### src/rtl/refresh_pkg.sv
package refresh_pkg;
  typedef enum logic [2:0] {
    ST_IDLE    = 3'd0,
    ST_PENDING = 3'd1,
    ST_PRE_ALL = 3'd2,
    ST_REFRESH = 3'd3,
    ST_BUSY    = 3'd4
  } ref_state_t;
endpackage

### src/rtl/refresh_interval_timer.sv
module refresh_interval_timer #(
  parameter int INTERVAL = 6240,
  localparam int HALF  = INTERVAL / 2,
  localparam int CNT_W = $clog2(INTERVAL + 1)
) (
  input  logic clk,
  input  logic rst_n,
  input  logic hot_i,
  input  logic accept_i,
  output logic due_o
);
  logic [CNT_W-1:0] cnt_q, cnt_d, lim_m1;
  logic             due_q, due_d, tick;

  always_comb begin
    lim_m1 = hot_i ? CNT_W'(HALF - 1) : CNT_W'(INTERVAL - 1);
    tick   = (cnt_q >= lim_m1);
    cnt_d  = tick ? '0 : cnt_q + 1'b1;
    due_o  = tick | due_q;
    due_d  = due_o & ~accept_i;
  end

  always_ff @(posedge clk or negedge rst_n) begin
    if (!rst_n) begin
      cnt_q <= '0;
      due_q <= 1'b0;
    end else begin
      cnt_q <= cnt_d;
      due_q <= due_d;
    end
  end
endmodule

### src/rtl/refresh_delay_counter.sv
module refresh_delay_counter #(
  parameter int W = 8
) (
  input  logic         clk,
  input  logic         rst_n,
  input  logic         load_i,
  input  logic [W-1:0] load_val_i,
  output logic         zero_o
);
  logic [W-1:0] cnt_q, cnt_d;

  always_comb begin
    if (load_i)             cnt_d = load_val_i;
    else if (cnt_q != '0)   cnt_d = cnt_q - 1'b1;
    else                    cnt_d = cnt_q;
    zero_o = (cnt_q == '0);
  end

  always_ff @(posedge clk or negedge rst_n) begin
    if (!rst_n) cnt_q <= '0;
    else        cnt_q <= cnt_d;
  end
endmodule

### src/rtl/refresh_seq_fsm.sv
module refresh_seq_fsm
  import refresh_pkg::*;
#(
  parameter int RP  = 11,
  parameter int RFC = 240,
  parameter int W   = 8
) (
  input  logic         clk,
  input  logic         rst_n,
  input  logic         due_i,
  input  logic         grant_i,
  input  logic         dly_zero_i,
  output logic         idle_o,
  output logic         load_o,
  output logic [W-1:0] load_val_o,
  output logic         ref_req_o,
  output logic         act_block_o,
  output logic         pre_all_o,
  output logic         refresh_o,
  output logic         busy_o
);
  ref_state_t st_q, st_d;
  logic       pre_q, pre_d;

  always_comb begin
    st_d       = st_q;
    load_o     = 1'b0;
    load_val_o = '0;
    pre_d      = 1'b0;
    unique case (st_q)
      ST_IDLE:    if (due_i) st_d = ST_PENDING;
      ST_PENDING: if (grant_i) begin
                    st_d       = ST_PRE_ALL;
                    pre_d      = 1'b1;
                    load_o     = 1'b1;
                    load_val_o = W'(RP - 1);
                  end
      ST_PRE_ALL: if (dly_zero_i) st_d = ST_REFRESH;
      ST_REFRESH: begin
                    st_d       = ST_BUSY;
                    load_o     = 1'b1;
                    load_val_o = W'(RFC - 2);
                  end
      ST_BUSY:    if (dly_zero_i) st_d = ST_IDLE;
      default:    st_d = ST_IDLE;
    endcase
  end

  always_ff @(posedge clk or negedge rst_n) begin
    if (!rst_n) begin
      st_q  <= ST_IDLE;
      pre_q <= 1'b0;
    end else begin
      st_q  <= st_d;
      pre_q <= pre_d;
    end
  end

  always_comb begin
    idle_o      = (st_q == ST_IDLE);
    ref_req_o   = (st_q == ST_PENDING);
    act_block_o = (st_q != ST_IDLE);
    pre_all_o   = pre_q;
    refresh_o   = (st_q == ST_REFRESH);
    busy_o      = (st_q == ST_REFRESH) || (st_q == ST_BUSY);
  end
endmodule

### src/rtl/refresh_ctrl.sv
module refresh_ctrl #(
  parameter int INTERVAL = 6240,
  parameter int RFC      = 240,
  parameter int RP       = 11,
  localparam int DLY_MAX = (RFC > RP) ? RFC : RP,
  localparam int DLY_W   = $clog2(DLY_MAX + 1)
) (
  input  logic clk,
  input  logic rst_n,
  input  logic hot_i,
  input  logic grant_i,
  output logic ref_req_o,
  output logic act_block_o,
  output logic pre_all_o,
  output logic refresh_o,
  output logic busy_o
);
  logic             due, idle, dly_load, dly_zero;
  logic [DLY_W-1:0] dly_val;

  refresh_interval_timer #(.INTERVAL(INTERVAL)) u_timer (
    .clk(clk), .rst_n(rst_n), .hot_i(hot_i), .accept_i(idle), .due_o(due)
  );

  refresh_delay_counter #(.W(DLY_W)) u_dly (
    .clk(clk), .rst_n(rst_n), .load_i(dly_load), .load_val_i(dly_val),
    .zero_o(dly_zero)
  );

  refresh_seq_fsm #(.RP(RP), .RFC(RFC), .W(DLY_W)) u_fsm (
    .clk(clk), .rst_n(rst_n), .due_i(due), .grant_i(grant_i),
    .dly_zero_i(dly_zero), .idle_o(idle), .load_o(dly_load),
    .load_val_o(dly_val), .ref_req_o(ref_req_o), .act_block_o(act_block_o),
    .pre_all_o(pre_all_o), .refresh_o(refresh_o), .busy_o(busy_o)
  );
endmodule

### config.mk
export PLATFORM = sky130hd
export DESIGN_NAME = refresh_ctrl
export DESIGN_NICKNAME = d
export VERILOG_FILES = /design/src/rtl/refresh_pkg.sv /design/src/rtl/refresh_interval_timer.sv /design/src/rtl/refresh_delay_counter.sv /design/src/rtl/refresh_seq_fsm.sv /design/src/rtl/refresh_ctrl.sv
export SDC_FILE = /design/constraint.sdc
export NUM_CORES = 1
export LEC_CHECK = 0
export ABC_AREA = 1
export BUFFER_PORTS_ARGS = -buffer_cell sky130_fd_sc_hd__buf_2
export CAP_MARGIN = 20
export CORE_ASPECT_RATIO = 0.9
export CORE_UTILIZATION = 45
export DETAILED_ROUTE_END_ITERATION = 6
export SETUP_SLACK_MARGIN = 0.2
export SYNTH_ARGS = -nofsm -noshare
export SYNTH_HDL_FRONTEND = slang
export SYNTH_SLANG_ARGS = --single-unit
### constraint.sdc
create_clock -name clk -period 1.4 [get_ports clk]
set_input_delay 0.35 -clock clk [delete_from_list [all_inputs] [get_ports clk]]
set_output_delay 0.35 -clock clk [all_outputs]
set_load 0.02 [all_outputs]
# [Word level (Yosys, flattened, before mapping)]
# Cells that the tools add are included.
[word_totals] regBits=26 inputBits=4 output_inout_bits=5 word_cells=40
[op_classes] addsub=2 order_cmp=1 n_eq_ne=8 n_mux=14 bitwise_logic=3 n_reduce_logical=7
[ops] op="13-bit 2-to-1 mux" n=2
[ops] op="8-bit 2-to-1 mux" n=2
[ops] op="8-bit one-hot mux with 2 select lines" n=1
[ops] op="3-bit one-hot mux with 5 select lines" n=1
[ops] op="13-bit by 1-bit adder with 13-bit output (second input constant)" n=1
[ops] op="13-bit greater-or-equal comparator" n=1
[ops] op="3-bit 2-to-1 mux" n=4
[ops] op="8-bit zero test" n=1
[ops] op="2-bit != test (second input constant)" n=4
[ops] op="8-bit nonzero test" n=1
[ops] op="8-bit by 1-bit subtractor with 8-bit output (second input constant)" n=1
[ops] op="3-bit by 2-bit equality test with 1-bit output (second input constant)" n=2
[ops] op="4-bit 2-to-1 mux" n=1
[ops] op="4-bit AND reduction" n=1
[ops] op="3-bit by 1-bit equality test with 1-bit output (second input constant)" n=1
[ops] op="3-bit equality test (second input constant)" n=1
[ops] op="3-bit zero test" n=1
[ops] op="3-bit nonzero test" n=1
[ops] op="1-bit 2-to-1 mux" n=2
[ops] op="1-bit one-hot mux with 2 select lines" n=1
[ops] op="2-bit nonzero test" n=1
[ops] op="1-bit AND" n=1
[ops] op="1-bit logical OR" n=1
[ops] op="1-bit inverter" n=1
[ops] op="1-bit OR" n=1

# [Longest topological paths before layout]
[logic_depth] word_depth=5 mapped_depth=10 mapped_depth_nobuf=10

# [Cells and area by module]
# A second synthesis with hierarchy kept.
[unflattened] hier_cells=229 hier_area_um2=1701.6
[modules_own_cells] module="refresh_interval_timer" n_inst=1 cells_each=115 area_per_inst_um2=898.4 seq_area_each_um2=350.3
[modules_own_cells] module="refresh_delay_counter" n_inst=1 cells_each=71 area_per_inst_um2=513.0 seq_area_each_um2=200.2
[modules_own_cells] module="refresh_seq_fsm" n_inst=1 cells_each=43 area_per_inst_um2=290.3 seq_area_each_um2=100.1

# [Worst setup path after synthesis]
# Ideal clock, no wire load.
[synth_path] path_type="reg2out" start="register u_fsm.st_q[2]" end="output port busy_o" arrival_time_ns=1.185 t_required_ns=1.050 slack_ns=-0.135 stages_incl_launch_ff=4 path_buffers=0 path_cell_list="dfrtp_1 nor3_2 inv_1 nand2_1"
[synth_between] elab_chain_len=2 elab_cells_between_ends=3 classes_between="2 x eq/ne; 1 x reduce/logical"
[synth_lines] element="start, declared" line_no="refresh_seq_fsm.sv:22" source="ref_state_t st_q, st_d;"
[synth_lines] element="start signal, assigned" line_no="refresh_seq_fsm.sv:54" source="st_q <= st_d;"
[synth_lines] element="3-bit by 2-bit equality test with 1-bit output"
[synth_lines] element="named net refresh_o" line_no="refresh_ctrl.sv:15" source="output logic refresh_o,"
[synth_lines] element="1-bit logical OR" line_no="refresh_seq_fsm.sv:65" source="busy_o = (st_q == ST_REFRESH) || (st_q == ST_BUSY);"
[synth_lines] element="end, declared" line_no="refresh_ctrl.sv:16" source="output logic busy_o"
# The timed path passes the listed nets, and every way through them passes these cells.

# [Final worst setup path]
[layout_path] start="register u_fsm.st_q[0]" end="output port busy_o"
[layout_between] elab_chain_len=2 elab_cells_between_ends=3 classes_between="2 x eq/ne; 1 x reduce/logical"
[layout_lines] element="3-bit by 2-bit equality test with 1-bit output / 3-bit equality test (equally long branches)" line_no="refresh_seq_fsm.sv:65"
[layout_lines] element="1-bit logical OR (*)" line_no="refresh_seq_fsm.sv:65"
# Mark *: on every way between the ends. The rest lies on a longest branch, timed or not.

==> qor.csv <==
metric,value,unit
outcome,"complete, but fails checks",
failing checks,negative setup slack,
Worst Clk Skew,0.00635,ns
"Avg Cell Area, Syn",8.05,sq um
area of the core,3380,sq um
Max Buffers Root-to-Sink,2,
synthesis-stage register bit count,26,
Ant. Diodes,0,
Final Power,0.00471,W
critical path endpoint category,primary output,
fin crit share,118,%
pwr/cell area,1910,nW/um^2
root buffer cell,clkbuf_8,
CP Launch Type,flop,
Non-Filler Instances,307,
FMAX,0.604,GHz
layout cells sized above 1,52.1,%
CP Class,flop to primary output,
CP max stage cell,dfrtp_1,
Slew HR,59.3,%
Area Overhead vs Synth,53.8,%
Leak Pwr,1.25,nW
CP Data Required Time,1.05,ns
critical path cell sequence,inv_2 > nor3_4 > inv_1 > nand2_1 > buf_6,
DRC,0,
Final min period,1.66,ns
post-DP HPWL,2770,um
WP data arrival,1.31,ns
grt total ovfl,0,
first-pass GRT wire length,6750,um
latest clock arrival within the worst-skew pair,0.27,ns
"Seq/Total Area, Yosys",40.6,%
Initial Utilization,47.4,%
Post-synth EDFFs,0,
Setup WS post-layout,-0.255,ns
CTS tree,yes,
1st-pass router iterations,4,
vias,1551,
Iter 0 DRT Violations,61,
I/O pins,9,
Post-synth top cells,"nand2_1, inv_1, dfrtp_1",
total die area,3800,sq um
cell area after synthesis,1600,sq um
reg2reg start,u_timer.cnt_q[10],
# hold bufs at CTS,0,
Peak supply drop,1.66,mV
largest net degree at the start of global routing,27,
crit-path max cell delay,0.43,ns
FP Rows,20,
post-route ant nets,0,
worst-margin pin slew,0.611,ns
main flop type after synthesis,dfrtp_1,
via/cell ratio,5.05,
nets@finish,276,
final slew viol count,0,
Synth area leader,dfrtp_1,
placed inst area,1920,sq um
min-delay worst type,primary input to asynchronous set/reset pin,
Total Wirelength,4550,um
most numerous cell in the Yosys netlist,nand2_1,
placer congestion estimate,0.819,
distinct cell type count after synthesis,31,
Worst-path clk slew,0.09,ns
Final setup viols,23,
RSZ-0062 raised after global routing,yes,
post-synth net total,211,
die height,58.6,um
ranking of synthesized cells by area,"dfrtp_1, nand2_1, inv_1",
CTS HTree Levels,1,
"Max FO, Critical Path",3,
Final Cell Area,2460,sq um
Synth async-reset ratio,100,%
Post-Syn Instances,199,
Worst setup startpoint,u_fsm.st_q[0],
YS warnings,0,
Overall Global Routing Usage,23.7,%
WHS,0.0733,ns
final hold vios,0,
placed insts,277,
I/O Buffers,8,
maxcap violations,0,
FILL cells,235,
wire length per cell,14.8,um
CTS Sinks,26,
Chip Width,64.9,um
setup TNS,-4.17,ns
Synth top area share,40.6,%
CTS Buf Count,3,
vias in the first global route,1490,
initial antenna violation count,0,
-- cell usage in the layout (no fill, tap or decap), drive strengths merged --
| cell type | n |
|---|---|
| a211oi | 1 |
| ha | 8 |
| nand3 | 15 |
| a31oi | 1 |
| nor2 | 28 |
| nand4 | 3 |
| nor4 | 1 |
| a21boi | 1 |
| buf | 61 |
| o31ai | 1 |
| o211ai | 1 |
| clkbuf | 4 |
| nand2 | 41 |
| dfrtp | 26 |
| nand3b | 1 |
| nor3b | 4 |
| o21ai | 5 |
| xnor2 | 1 |
| inv | 39 |
| nor3 | 11 |
| xor2 | 5 |
| a21oi | 5 |
-- power breakdown --
part | switching, W | internal [W] | leakage [nW]
Sequential | 0.000232 | 0.00105 | 0.326
Combinational | 0.00152 | 0.00142 | 0.894
Clock | 0.000242 | 0.000252 | 0.0288
-- sequential cells by signal, summed over array words and instances, names as in the netlist --
| signal | cells |
|---|---|
| u_timer.due_q | 1 |
| u_dly.cnt_q | 8 |
| u_timer.cnt_q | 13 |
| u_fsm.pre_all_o | 1 |
| u_fsm.st_q | 3 |
-- per-stage QoR --
stage                     setup slack (ns)  utilization (%)
after floorplan                    -0.0765                -
after global placement              -0.286             56.9
after detailed placement            -0.347             56.9
after CTS                           -0.225             66.4
after global routing                -0.324             73.0
final                               -0.255             73.0
-- worst paths after layout --
path	depth (start not counted)	to	slack, ns
min	1	u_timer.cnt_q[4]	0.07
max in group asynchronous	1	u_fsm.st_q[2]	0.89
min reg2reg	2	u_timer.due_q	0.51
max	5	busy_o	-0.26
max reg2reg	9	u_timer.cnt_q[2]	-0.26
min in group clk	4	u_fsm.st_q[0]	0.38
-- logic make-up (layout without fill, tap and decap cells) --
logic type               count (synthesis)  after routing  synth area share, %
AO/OA/AOI/OAI                           15             15                 5.86
adder cells (fa/ha/maj)                  8              8                 6.25
buffers and inverters                   40            104                 9.84
AND/OR/NAND/NOR                        104            104                 34.2
XOR/XNOR                                 6              6                 3.28
flip-flops                              26             26                 40.6
-- what timing repair did --
action | CTS | global route
pin swaps | 11 | 14
setup endpoints to repair | 29 | 29
buffers inserted | 16 | 10
resized for setup | 42 | 36
endpoints found under the hold margin | 0 | 0
-- cell type report --
cell class | count | area (sq um) | area share, %
Clock buffer | 4 | 55.1 | 2.23
Inverter | 39 | 149 | 6.04
Multi-Input combinational cell | 133 | 1040 | 42.3
Sequential cell | 26 | 652 | 26.4
Tap cell | 44 | 55.1 | 2.23
Timing Repair Buffer | 61 | 512 | 20.8
-- critical path, delay by kind of cell, from the launching register on --
family | cells | cell delay (ns)
buf+inv | 3 | 0.29
simple gates | 2 | 0.31
flops | 1 | 0.43
-- per-layer routing --
metal / global-route usage (%) / share of wire (%) / vias up
li1: - / - / 756
met1: 31.8 / 45 / 761
met2: 40.5 / 52 / 29
met3: 4.46 / 2.8 / 5
met4: 4.44 / 0.75 / 0
met5: 0 / 0 / -
Power figures use the tool's default switching activity.
